**src/rtl/bus_cyc_pkg.sv**
```systemverilog
package bus_cyc_pkg;
  localparam int unsigned ADDR_W_DEF = 16;
  localparam int unsigned DATA_W_DEF = 8;
  typedef enum logic {STROBE_WRITE = 1'b0, STROBE_READ = 1'b1} strobe_e;
endpackage

```
**src/rtl/bcy_addr_phase.sv**
```systemverilog
module bcy_addr_phase #(
  parameter int unsigned ADDR_W = 16,
  parameter int unsigned DATA_W = 8
) (
  input  logic              clk,
  input  logic              rst,
  input  logic              req_valid,
  input  logic              req_we,
  input  logic [ADDR_W-1:0] req_addr,
  input  logic [DATA_W-1:0] req_wdata,
  output logic [ADDR_W-1:0] addr_q,
  output logic              act_q,
  output logic              we_q,
  output logic [DATA_W-1:0] wdata_q
);
  // Falling edge closes the address phase.
  always_ff @(negedge clk) begin
    if (rst) begin
      addr_q  <= '0;
      act_q   <= 1'b0;
      we_q    <= 1'b0;
      wdata_q <= '0;
    end else begin
      act_q <= req_valid;
      if (req_valid) begin
        addr_q  <= req_addr;
        we_q    <= req_we;
        wdata_q <= req_wdata;
      end else begin
        we_q <= 1'b0;
      end
    end
  end

  p_hold_idle_r7: assert property (@(negedge clk) disable iff (rst)
    !req_valid |=> $stable(addr_q))
    else $error("p_hold_idle_r7");

  p_load_addr_r2: assert property (@(negedge clk) disable iff (rst)
    req_valid |=> (addr_q == $past(req_addr)))
    else $error("p_load_addr_r2");
endmodule

```
**src/rtl/bcy_strobe_ddr.sv**
```systemverilog
module bcy_strobe_ddr
  import bus_cyc_pkg::*;
(
  input  logic clk,
  input  logic rst,
  input  logic wr_cycle,
  output logic strobe
);
  logic q_rise;
  logic q_fall;

  // Rising-edge half: always idle at read level.
  always_ff @(posedge clk) begin
    q_rise <= STROBE_READ;
  end

  // Falling-edge half: level for the data phase.
  always_ff @(negedge clk) begin
    if (rst) q_fall <= STROBE_READ;
    else     q_fall <= req_level(wr_cycle);
  end

  function automatic logic req_level(input logic wr);
    return wr ? STROBE_WRITE : STROBE_READ;
  endfunction

  // Output mux selected by clock: high half -> rise register.
  assign strobe = (clk && !rst) ? q_rise : (rst ? STROBE_READ : q_fall);

  p_idle_first_half_r3: assert property (@(negedge clk) disable iff (rst)
    strobe == STROBE_READ)
    else $error("p_idle_first_half_r3");
endmodule

```
**src/rtl/bcy_wor_bus.sv**
```systemverilog
module bcy_wor_bus #(
  parameter int unsigned N_SRC = 1,
  parameter int unsigned W     = 8
) (
  input  logic [N_SRC-1:0]        src_en,
  input  logic [N_SRC-1:0][W-1:0] src_data,
  output logic [W-1:0]            bus
);
  logic [N_SRC:0][W-1:0] chain;
  assign chain[0] = '0;
  for (genvar i = 0; i < N_SRC; i++) begin : g_src
    assign chain[i+1] = chain[i] | (src_en[i] ? src_data[i] : '0);
  end
  assign bus = chain[N_SRC];
endmodule

```
**src/rtl/bcy_rd_capture.sv**
```systemverilog
module bcy_rd_capture #(
  parameter int unsigned DATA_W = 8
) (
  input  logic              clk,
  input  logic              rst,
  input  logic              act,
  input  logic              we,
  input  logic [DATA_W-1:0] mem_rdata,
  output logic              rsp_valid,
  output logic [DATA_W-1:0] rsp_data
);
  // Rising edge closes the data phase.
  always_ff @(posedge clk) begin
    if (rst) begin
      rsp_valid <= 1'b0;
      rsp_data  <= '0;
    end else begin
      rsp_valid <= act && !we;
      if (act && !we) rsp_data <= mem_rdata;
    end
  end

  p_read_returns_r6: assert property (@(posedge clk) disable iff (rst)
    (act && !we) |=> (rsp_valid && rsp_data == $past(mem_rdata)))
    else $error("p_read_returns_r6");

  p_no_spurious_rsp_r6: assert property (@(posedge clk) disable iff (rst)
    !(act && !we) |=> (!rsp_valid && $stable(rsp_data)))
    else $error("p_no_spurious_rsp_r6");
endmodule

```
**src/rtl/two_phase_bus_if.sv**
```systemverilog
module two_phase_bus_if
  import bus_cyc_pkg::*;
#(
  parameter int unsigned ADDR_W = ADDR_W_DEF,
  parameter int unsigned DATA_W = DATA_W_DEF
) (
  input  logic              clk,
  input  logic              rst,
  input  logic              req_valid,
  output logic              req_ready,
  input  logic              req_we,
  input  logic [ADDR_W-1:0] req_addr,
  input  logic [DATA_W-1:0] req_wdata,
  output logic              rsp_valid,
  output logic [DATA_W-1:0] rsp_data,
  output logic [ADDR_W-1:0] mem_addr,
  output logic              mem_rw_n,
  output logic              mem_oe,
  output logic [DATA_W-1:0] mem_wdata,
  input  logic [DATA_W-1:0] mem_rdata
);
  logic              act_q;
  logic              we_q;
  logic [DATA_W-1:0] wdata_q;
  logic              wr_cycle;

  assign req_ready = !rst;
  assign wr_cycle  = req_valid && req_we;

  bcy_addr_phase #(.ADDR_W(ADDR_W), .DATA_W(DATA_W)) u_addr (
    .clk(clk), .rst(rst), .req_valid(req_valid), .req_we(req_we),
    .req_addr(req_addr), .req_wdata(req_wdata),
    .addr_q(mem_addr), .act_q(act_q), .we_q(we_q), .wdata_q(wdata_q)
  );

  bcy_strobe_ddr u_strobe (
    .clk(clk), .rst(rst), .wr_cycle(wr_cycle), .strobe(mem_rw_n)
  );

  assign mem_oe = !clk && !rst && act_q && we_q;

  bcy_wor_bus #(.N_SRC(1), .W(DATA_W)) u_wbus (
    .src_en(mem_oe), .src_data(wdata_q), .bus(mem_wdata)
  );

  bcy_rd_capture #(.DATA_W(DATA_W)) u_cap (
    .clk(clk), .rst(rst), .act(act_q), .we(we_q),
    .mem_rdata(mem_rdata), .rsp_valid(rsp_valid), .rsp_data(rsp_data)
  );

  p_oe_low_strobe_r5: assert property (@(posedge clk) disable iff (rst)
    mem_oe |-> (mem_rw_n == STROBE_WRITE))
    else $error("p_oe_low_strobe_r5");

  p_wdata_default_r5: assert property (@(posedge clk) disable iff (rst)
    !mem_oe |-> (mem_wdata == '0))
    else $error("p_wdata_default_r5");
endmodule

```
**config.mk**
```make
export PLATFORM = sky130hd
export DESIGN_NAME = two_phase_bus_if
export DESIGN_NICKNAME = d
export VERILOG_FILES = /design/src/rtl/bus_cyc_pkg.sv /design/src/rtl/bcy_addr_phase.sv /design/src/rtl/bcy_strobe_ddr.sv /design/src/rtl/bcy_wor_bus.sv /design/src/rtl/bcy_rd_capture.sv /design/src/rtl/two_phase_bus_if.sv
export SDC_FILE = /design/constraint.sdc
export NUM_CORES = 1
export LEC_CHECK = 0
export BUFFER_PORTS_ARGS = -buffer_cell sky130_fd_sc_hd__clkbuf_2
export CAP_MARGIN = 25
export CORE_ASPECT_RATIO = 1.25
export CORE_MARGIN = 1
export CORE_UTILIZATION = 47
export CTS_CLUSTER_DIAMETER = 50
export DETAILED_ROUTE_END_ITERATION = 6
export PLACE_DENSITY = 0.82
export SLEW_MARGIN = 20
export SYNTH_ARGS = -nofsm -noshare
export SYNTH_HDL_FRONTEND = slang
export SYNTH_SLANG_ARGS = --single-unit
```
**constraint.sdc**
```tcl
create_clock -name clk -period 1.8 [get_ports clk]
set_clock_uncertainty 0.05 [all_clocks]
set_input_delay 0 -clock clk [delete_from_list [all_inputs] [get_ports clk]]
set_output_delay 0 -clock clk [all_outputs]
set_load 0.01 [all_outputs]
```
==> results of run 1 <==
==> flip-flops by register name, indices dropped and copies added (netlist names) <==
register and count:
u_addr.addr_q 16, u_addr.wdata_q 8, u_cap.rsp_data 8, u_addr.act_q 1, u_addr.we_q 1, u_cap.rsp_valid 1, u_strobe.q_fall 1
==> metrics by stage <==
stage	cell area, µm²	worst slack, ns	hold WS, ns	setup TNS, ns
3_5_place_dp	1826	-0.6315	0.1344	-6.443
5_1_grt	2461	-0.8842	0.05089	-12.23
4_1_cts	2270	-0.9214	0.01709	-11.20
2_1_floorplan	1428	-0.03861	0.06900	-0.4418
6_report	2461	-0.8075	0.02236	-10.59
3_3_place_gp	1826	-0.6158	0.1344	-5.816
==> metal layers <==
layer  global-route usage  part of all wire  vias to the layer above  routed length (µm)
met4               0.3229             0.057                        0                 289
met5                    0                 0                        -                   0
li1                     -                 -                      707                   -
met2               0.4817              0.53                      103                2730
met3               0.1922             0.072                       30                 369
met1               0.2500              0.34                      705                1714
==> worst max-delay path, cell delays in order (launching register included) <==
cell and delay [ns]:
dfxtp_2 0.32, nor4bb_4 0.30, buf_4 0.20, buf_8 0.11, and2_4 0.13, buf_8 0.09
==> area by class of cell <==
type                       count  area share
multi-input combinational     87      0.2730
tap                           34     0.01729
timing repair buffer          81      0.2435
clock buffer                  30      0.1088
clock inverter                29     0.04982
inverter                       1    0.001525
sequential                    36      0.3060
==> power breakdown <==
part	internal, W	total (W)	switching [W]	leakage, nW
Sequential	0.000851	0.000883	0.0000315	0.306
Combinational	0.000152	0.000275	0.000123	0.642
Clock	0.000449	0.00103	0.000580	0.350
==> how the worst max path moves through the flow <==
stage	start	endpoint	slack [ns]	depth (start not counted)
after floorplan	u_addr.act_q	mem_wdata[0]	-0.04	3
after global placement	u_addr.act_q	mem_wdata[0]	-0.62	3
after detailed placement	u_addr.act_q	mem_wdata[0]	-0.63	3
after CTS	u_addr.we_q	mem_wdata[0]	-0.92	5
after global routing	u_addr.act_q	mem_wdata[0]	-0.88	5
final	u_addr.act_q	mem_wdata[0]	-0.81	5
==> logic make-up (layout without fill, tap and decap cells) <==
logic type / Yosys count / in the layout / synth area share
muxes: 24 / 24 / 0.1717
AOI/OAI and AO/OA: 8 / 8 / 0.02862
and+or+nand+nor: 55 / 55 / 0.2353
DFF: 36 / 36 / 0.5152
buffers and inverters: 12 / 141 / 0.04918
==> layout by cell type, fill, tap and decap left out <==
master / count
inv_2: 1
buf_12: 1
dfxtp_1: 10
bufinv_8: 1
nor3b_4: 1
nand2b_1: 8
clkbuf_4: 13
clkbuf_2: 46
o21ai_2: 3
inv_1: 28
nor2b_4: 1
or3_1: 1
and2_4: 8
nor4bb_4: 1
nand2_1: 1
and2_1: 1
buf_8: 4
buf_4: 10
buf_6: 26
nand4bb_1: 8
mux2i_1: 24
dlygate4sd3_1: 8
nor2_1: 24
o21ai_1: 5
clkbuf_1: 3
nor2b_1: 1
dfxtp_2: 26
==> timing repair <==
item                                   CTS  global route
cloned                                   0             1
pin swaps                               10             2
hold buffers                             8             0
setup buffers                            3             2
setup endpoints to repair               45            46
endpoints found under the hold margin    8             0
resized for setup                       36            56
==> metrics.yaml, run 1 <==
placement:
  dp_hpwl_mm: 2.477
  dp.cells: 237
  gp_congestion: 0.7219
  io_buffers: 71
worst_setup_path:
  cp-end-kind: "primary output"
  arrival_ns: 2.56
  r2r_setup_slack_ns: -0.20
  reg2reg_depth: 4
  critPathLaunchType: "register"
  path_class: "register to primary output"
  r2r-end: "u_cap.rsp_data[4]"
  r2r-start: "u_addr.act_q"
  cp_max_fo: 5
  required_ns: 1.75
power:
  peakVddDrop_v: 0.0008695
  finalPower_w: 0.002187
  powerDensity_nw_per_um2: 888.4
  p_leak_nw: 1.298
layout:
  multi_input_area_um2: 671.9
  layout.cells.non_filler: 298
  drive_above_1_share: 0.5379
  final_util: 0.8921
  areaGrowthSynthToFinish_pct: 75.94
  nets: 297
  seq_area_um2: 753.2
  antenna_cells: 0
  nFillCells: 117
job:
  maxCapViolations: 0
floorplan:
  die-width_um: 50.80
  die_h_um: 63.00
  start_util: 0.5070
  die_area_um2: 3200
  num_io_pins: 72
  row_count: 21
  core-area_um2: 2759
routing:
  vias_per_cell: 5.185
  drt_iter0_drc: 78
  dr.pass1.iters: 6
  drc: 2
  wirelength_mm: 5.103
  antenna_left: 0
  routedWlPerCell_um: 17.12
  num_vias: 1545
clock_network:
  clkLatencyLatePin_ns: 0.53
  cts_tree: "done"
  clk_pin_slew_ns: 0.13
logic_synthesis:
  ys_types: 18
  synth_top_cell_by_area: "dfxtp_1"
  synth_top_area_frac: 0.5152
  async_flop_share: 0
  yosysWarnings: 0
  yosysMostFrequentCell: "dfxtp_1"
  yosys_register_bits: 36
  synth_edf_count: 0
  synthesis.nets: 171
  syn_area_um2: 1399
  synth_flop_cell: "dfxtp_1"
  synth_area_leaders: "dfxtp_1 52%, mux2i_1 17%, nand4bb_1 6.4%"
  synth_seq_area_share: 0.5152
  synthCells: 135
  syn_avg_cell_area_um2: 10.36
  synth_commonest_cells: "36 x dfxtp_1, 24 x mux2i_1, 24 x nor2_1"
timing:
  worstMarginPinSlew_ns: 0.3405
  hold_viol_final: 0
  setup_slack_ns: -0.8075
  rsz0062_at_grt: "true"
  slew_headroom: 0.7730
  setup_viol: 46
  report.final.slew_viol_count: 0
grt:
  grt_pass1_vias: 1622
  gr-total-overflow: 0
  track_usage: 0.3110
  grt_first_pass_wirelength_mm: 6.762
  grt_max_degree: 19
  antenna_found_initial: 0
status:
  outcome: "complete, but fails checks"
  violations: "design-rule violations, negative setup slack"
worst_hold_path:
  min_path_type: "input port to register"
  hold_start: "rst"
  min_to: "u_cap.rsp_data[0]"
  min_path_cells: 3
Note: power is estimated with default switching activity, not from simulation.
==> run 2: changes to the inputs <==
--- a/config.mk
+++ b/config.mk
@@ -9,10 +9,11 @@
 export CAP_MARGIN = 25
 export CORE_ASPECT_RATIO = 1.25
 export CORE_MARGIN = 1
-export CORE_UTILIZATION = 47
+export CORE_UTILIZATION = 44
+export CTS_BUF_LIST = sky130_fd_sc_hd__clkbuf_4 sky130_fd_sc_hd__clkbuf_8 sky130_fd_sc_hd__clkbuf_16
 export CTS_CLUSTER_DIAMETER = 50
 export DETAILED_ROUTE_END_ITERATION = 6
-export PLACE_DENSITY = 0.82
+export PLACE_DENSITY = 0.78
 export SLEW_MARGIN = 20
 export SYNTH_ARGS = -nofsm -noshare
 export SYNTH_HDL_FRONTEND = slang
==> constraint.sdc (replaced) <==
create_clock -name clk -period 2.7 [get_ports clk]
set_clock_uncertainty 0.05 [all_clocks]
set_input_delay 0 -clock clk [delete_from_list [all_inputs] [get_ports clk]]
set_output_delay 0 -clock clk [all_outputs]
set_load 0.01 [all_outputs]
==> run 2 against run 1 <==
The flow finishes with violations (negative setup slack). Via count fell by 9.1%. Sequential cell count did not move. Global-route usage fell by 7.2 points. Sequential power fell by 34%. Clock power fell by 38%. Die area rose by 6.6%. Combinational power fell by 47%. Core utilization fell by 14 points. Count of clock-buffer cells in the layout fell by 2. Critical path type unchanged. Cell area fell by 9.3%.
==> metrics.yaml, run 2 (synthesized netlist as in run 1, its figures left out) <==
status:
  outcome: "complete, but fails checks"
  violations: "negative setup slack"
grt:
  grt_max_degree: 20  # +1
  track_usage: 0.2392  # -0.07180
  gr-total-overflow: 0  # unchanged
  antenna_found_initial: 0  # unchanged
  grt_pass1_vias: 1520  # -6.3%
  grt_first_pass_wirelength_mm: 5.623  # -17%
floorplan:
  start_util: 0.4705  # -0.03649
  num_io_pins: 72  # unchanged
  die_h_um: 65.04  # +3.2%
  row_count: 22  # +4.8%
  core-area_um2: 2973  # +7.8%
  die_area_um2: 3410  # +6.6%
  die-width_um: 52.43  # +3.2%
power:
  p_sw_w: 0.0004198  # -43%
  peakVddDrop_v: 0.0004953  # -43%
  p_sw_frac: 0.3081  # -0.02783
  cellInternalPower_w: 0.0009428  # -35%
  pwr-share-clk: 0.467  # -0.004
  finalPower_w: 0.001363  # -38%
  p_leak_nw: 1.215  # -6.4%
  powerDensity_nw_per_um2: 610.1  # -31%
  comb_power_share: 0.108  # -0.018
  seqPwrFrac: 0.425  # +0.021
job:
  maxCapViolations: 0  # unchanged
layout:
  layout_common_cells: "62 x clkbuf_2, 34 x dfxtp_1, 27 x inv_1, 24 x mux2i_1, 24 x nor2_1"
  final_util: 0.7513  # -0.1408
  layout.cells.non_filler: 295  # -1.0%
  antenna_cells: 0  # unchanged
  nFillCells: 232  # +98%
  areaGrowthSynthToFinish_pct: 59.66
  multi_input_area_um2: 641.9  # -4.5%
  seq_area_um2: 723.2  # -4.0%
  largest_reg_flops: 16  # unchanged
  mostFrequentLayoutCell: "clkbuf_2"
  drive_above_1_share: 0.4247  # -0.1132
  nets: 292  # -1.7%
  largest_register: "u_addr.addr_q"
  largest_registers: "u_addr.addr_q: 16 flops, u_addr.wdata_q: 8 flops, u_cap.rsp_data: 8 flops"
worst_hold_path:
  hold_start: "mem_rdata[3]"
  min_path_type: "input port to register"
  min_to: "u_cap.rsp_data[3]"
  min_path_cells: 4  # +1
clock_network:
  cts_tree: "done"
  clkLatencyLatePin_ns: 0.49  # -0.04 ns
  clk_pin_slew_ns: 0.11  # -0.02 ns
timing:
  setup_viol: 11  # -76%
  rsz0062_at_grt: "true"
  worstMarginPinSlew_ns: 0.3214  # -0.01908 ns
  whs_ns: 0.3247  # +0.3024 ns
  report.final.slew_viol_count: 0  # unchanged
  setup_slack_ns: -0.2989  # +0.5086 ns
  hold_viol_final: 0  # unchanged
  slew_headroom: 0.7847  # +0.01175
placement:
  dp.cells: 238  # +0.42%
  io_buffers: 71  # unchanged
  gp_congestion: 0.6865  # -4.9%
  dp_hpwl_mm: 2.326  # -6.1%
worst_setup_path:
  reg2reg_depth: 4  # unchanged
  r2r_setup_slack_ns: 0.09  # +0.29 ns
  cp_max_fo: 5  # unchanged
  r2r-end: "u_cap.rsp_data[5]"
  critPathLaunchType: "register"
  cp-end-kind: "primary output"
  required_ns: 2.65  # +0.90 ns
  path_class: "register to primary output"
  arrival_ns: 2.95  # +0.39 ns
  r2r-start: "u_addr.act_q"
routing:
  num_vias: 1405  # -9.1%
  antenna_left: 0  # unchanged
  drt_iter0_drc: 41  # -47%
  wirelength_mm: 3.651  # -28%
  drc: 0  # -2
  dr.pass1.iters: 4  # -2
  vias_per_cell: 4.763  # -8.1%
  routedWlPerCell_um: 12.38  # -28%
[run 2: how the worst max path moves through the flow]
| stage | slack (ns) | cells past startpoint | to | from |
|---|---|---|---|---|
| finish | -0.30 | 5 | mem_wdata[6] | u_addr.we_q |
| global route | -0.39 | 5 | mem_wdata[1] | u_addr.we_q |
| CTS | -0.38 | 5 | mem_wdata[7] | u_addr.act_q |
| detailed placement | 0.06 | 3 | mem_wdata[0] | u_addr.we_q |
| global placement | 0.08 | 3 | mem_wdata[0] | u_addr.we_q |
| floorplan | 0.37 | 3 | u_cap.rsp_data[0] | u_addr.act_q |
[run 2: layout make-up]
type	instances	area share
Inverter	1	0.001681
Clock buffer	28	0.1092
Tap cell	36	0.02017
Clock inverter	30	0.05154
Sequential cell	36	0.3238
Timing Repair Buffer	77	0.2062
Multi-Input combinational cell	87	0.2874
[run 2: what timing repair did]
| item | in CTS | in global routing |
|---|---|---|
| endpoints found under the hold margin | 9 | 0 |
| endpoints found under the setup margin | 11 | 11 |
| hold buffers | 9 | 0 |
| resized for setup | 9 | 23 |
| setup buffers | 1 | 0 |
| pin swaps | 6 | 3 |
[run 2: metrics by stage]
step                      setup WS, ns  setup TNS (ns)  instance area [µm²]
final                          -0.2989          -2.489                 2233
after global routing           -0.3866          -3.254                 2233
after CTS                      -0.3843          -3.264                 2167
after detailed placement       0.06022               0                 1795
after global placement         0.08372               0                 1795
after floorplan                 0.3665               0                 1399
[run 2: power groups by stage]
stage                     Sequential, W  Clock (W)  Combinational, W
after floorplan                0.000594  0.0000671         0.0000649
after global placement         0.000584  0.0000684          0.000128
after detailed placement       0.000586  0.0000684          0.000135
after CTS                      0.000578   0.000647          0.000147
after global routing           0.000581   0.000716          0.000160
final                          0.000579   0.000636          0.000147
[run 2: per-layer routing]
layer | track usage | vias up | wire length, µm
met2 | 0.3813 | 60 | 1987
li1 | - | 697 | -
met3 | 0.1221 | 11 | 215
met4 | 0.2599 | 0 | 114
met5 | 0 | - | 0
met1 | 0.1907 | 637 | 1333
[run 2: worst max-delay path, cell delays in order, from the launching register on]
cell and delay (ns):
dfxtp_2 0.33, nor4bb_4 0.27, buf_4 0.17, buf_8 0.11, and2_4 0.14, buf_6 0.09
==> run 3: changes to the inputs <==
--- a/config.mk
+++ b/config.mk
@@ -9,11 +9,11 @@
 export CAP_MARGIN = 25
 export CORE_ASPECT_RATIO = 1.25
 export CORE_MARGIN = 1
-export CORE_UTILIZATION = 44
+export CORE_UTILIZATION = 47
 export CTS_BUF_LIST = sky130_fd_sc_hd__clkbuf_4 sky130_fd_sc_hd__clkbuf_8 sky130_fd_sc_hd__clkbuf_16
 export CTS_CLUSTER_DIAMETER = 50
 export DETAILED_ROUTE_END_ITERATION = 6
-export PLACE_DENSITY = 0.78
+export PLACE_DENSITY = 0.82
 export SLEW_MARGIN = 20
 export SYNTH_ARGS = -nofsm -noshare
 export SYNTH_HDL_FRONTEND = slang
==> constraint.sdc (replaced) <==
create_clock -name clk -period 3.7 [get_ports clk]
set_clock_uncertainty 0.05 [all_clocks]
set_input_delay 0 -clock clk [delete_from_list [all_inputs] [get_ports clk]]
set_output_delay 0 -clock clk [all_outputs]
set_load 0.01 [all_outputs]
==> run 3 against run 2 <==
The run now ends clean. Cell count down 2.0%. Non-clock buffer count fell by 4. First-iteration DRC count fell by 22%. Sequential share of layout area is 1.4 points higher. Sequential cell count stayed put. Critical path depth stayed put. Count of clock-buffer cells in the layout up 1. Clock power decreased by 11%.
==> metrics.yaml, run 3 (synthesized netlist as in run 1, its figures left out) <==
layout:
  largest_registers: "u_addr.addr_q: 16 flops, u_addr.wdata_q: 8 flops, u_cap.rsp_data: 8 flops"
  antenna_cells: 0  # unchanged
  layout_common_cells: "71 x clkbuf_2, 35 x dfxtp_1, 27 x inv_1, 24 x mux2i_1, 24 x nor2_1"
  seq_area_um2: 724.4  # +0.17%
  multi_input_area_um2: 624.3  # -2.7%
  largest_register: "u_addr.addr_q"
  drive_above_1_share: 0.3882  # -0.03648
  final_util: 0.7773  # +0.02606
  areaGrowthSynthToFinish_pct: 53.31
  nFillCells: 202  # -13%
  largest_reg_flops: 16  # unchanged
  mostFrequentLayoutCell: "clkbuf_2"
  nets: 288  # -1.4%
timing:
  hold_viol_final: 0  # unchanged
  report.final.slew_viol_count: 0  # unchanged
  worstMarginPinSlew_ns: 0.7712  # +0.4498 ns
  fin_setup_tns_ns: 0  # +2.489 ns
  setup_slack_ns: 0.09862  # +0.3976 ns
  whs_ns: 0.1470  # -0.1778 ns
  setup_viol: 0  # -11
  slew_headroom: 0.4859  # -0.2989
grt:
  track_usage: 0.2640  # +0.02487
  grt.met3_usage: 0.1703  # +0.04825
  grt_first_pass_wirelength_mm: 5.920  # +5.3%
  antenna_found_initial: 0  # unchanged
  grt_use_met2: 0.3850  # +0.003671
  grt_pass1_vias: 1496  # -1.6%
  busiest_layer: "met2"
  gr-total-overflow: 0  # unchanged
  grt_use_met1: 0.2447  # +0.05400
  grt_max_degree: 36  # +80%
routing:
  vias_per_cell: 4.848  # +1.8%
  drc: 0  # unchanged
  wirelength_mm: 3.616  # -0.96%
  drt_iter0_drc: 32  # -22%
  antenna_left: 0  # unchanged
  dr.pass1.iters: 4  # unchanged
  routedWlPerCell_um: 12.51  # +1.1%
  num_vias: 1401  # -0.28%
worst_setup_path:
  cp_top_family: "buffers and inverters"
  critPathLaunch: "u_addr.we_q"
  crit_path_cell_trace: "nor4bb_4, buf_4, clkbuf_4, and2_1, clkbuf_2"
  path_class: "register to primary output"
  slowest_delay_ns: 0.37  # +0.04 ns
  crit_cells: 5  # unchanged
  r2r-start: "u_addr.act_q"
  slowest_stage: "dfxtp_4"
  arrival_ns: 3.55  # +0.60 ns
  r2r-end: "u_cap.rsp_data[2]"
  reg2reg_depth: 3  # -1
  endpoint: "mem_wdata[0]"
  worst-path-buf-inv: 3  # unchanged
  critPathLaunchType: "register"
  r2r_setup_slack_ns: 0.65  # +0.56 ns
  cp-end-kind: "primary output"
  cp_max_fo: 6  # +1
  required_ns: 3.65  # +1.00 ns
clock_network:
  clkLatencyLatePin_ns: 0.51  # +0.02 ns
  cts_tree: "done"
  clk_pin_slew_ns: 0.12  # about the same
floorplan:
  die_h_um: 63.00  # -3.1%
  die_area_um2: 3200  # -6.2%
  die-width_um: 50.80  # -3.1%
  row_count: 21  # -4.5%
  start_util: 0.5070  # +0.03649
  num_io_pins: 72  # unchanged
  core-area_um2: 2759  # -7.2%
power:
  p_leak_nw: 1.183  # -2.7%
  powerDensity_nw_per_um2: 507.1  # -17%
  peakVddDrop_v: 0.0003864  # -22%
  finalPower_w: 0.001087  # -20%
job:
  maxCapViolations: 0  # unchanged
placement:
  io_buffers: 71  # unchanged
  gp_congestion: 0.7451  # +8.5%
  post-place-ws_ns: 0.3552  # +0.2949 ns
  dp_hpwl_mm: 2.214  # -4.8%
worst_hold_path:
  min_path_cells: 2  # -2
  min_path_type: "input port to register"
status:
  outcome: "completed"
-- run 3: worst reg2reg max path, cell delays in order, from the launching register on --
cell,delay (ns)
dfxtp_1,0.33
buf_4,0.17
nor2b_2,0.34
o21ai_1,0.14
-- run 3: area by class of cell --
type,count,share of cell area
flip-flops and latches,36,0.3378
multi-input cells,87,0.2911
repair buffers,73,0.1937
clock buffers,29,0.09277
clock inverters,29,0.06301
well taps,34,0.01984
inverters,1,0.001750
-- run 3: metal layers --
layer  routed length, µm  vias to the layer above  share of wire
li1                    -                      690              -
met1                1434                      632           0.40
met2                1805                       66           0.50
met3                 290                       13          0.080
met4                  87                        0          0.024
met5                   0                        -              0
-- run 3: worst min-delay path by stage --
stage          from         endpoint  slack (ns)
6_report        rst  u_cap.rsp_valid        0.15
5_1_grt         rst  u_cap.rsp_valid        0.18
4_1_cts         rst  u_cap.rsp_valid        0.13
3_5_place_dp    clk         mem_rw_n        0.13
3_3_place_gp    clk         mem_rw_n        0.13
2_1_floorplan   clk         mem_rw_n        0.07
-- run 3: per-stage QoR --
step	std cells	area (µm²)
final	289	2145
after global routing	289	2145
after CTS	287	2130
after detailed placement	232	1750
after global placement	232	1750
after floorplan	135	1399
-- run 3: power by group --
part           internal (W)  switching [W]
Clock              0.000308       0.000255
Sequential         0.000410      0.0000113
Combinational     0.0000535      0.0000487
-- run 3: what timing repair did --
action,CTS,global route
setup buffers,0,2
gates resized for setup,4,1
endpoints found under the setup margin,10,9
hold endpoints to repair,8,0
cloned,0,0
hold buffers,8,0
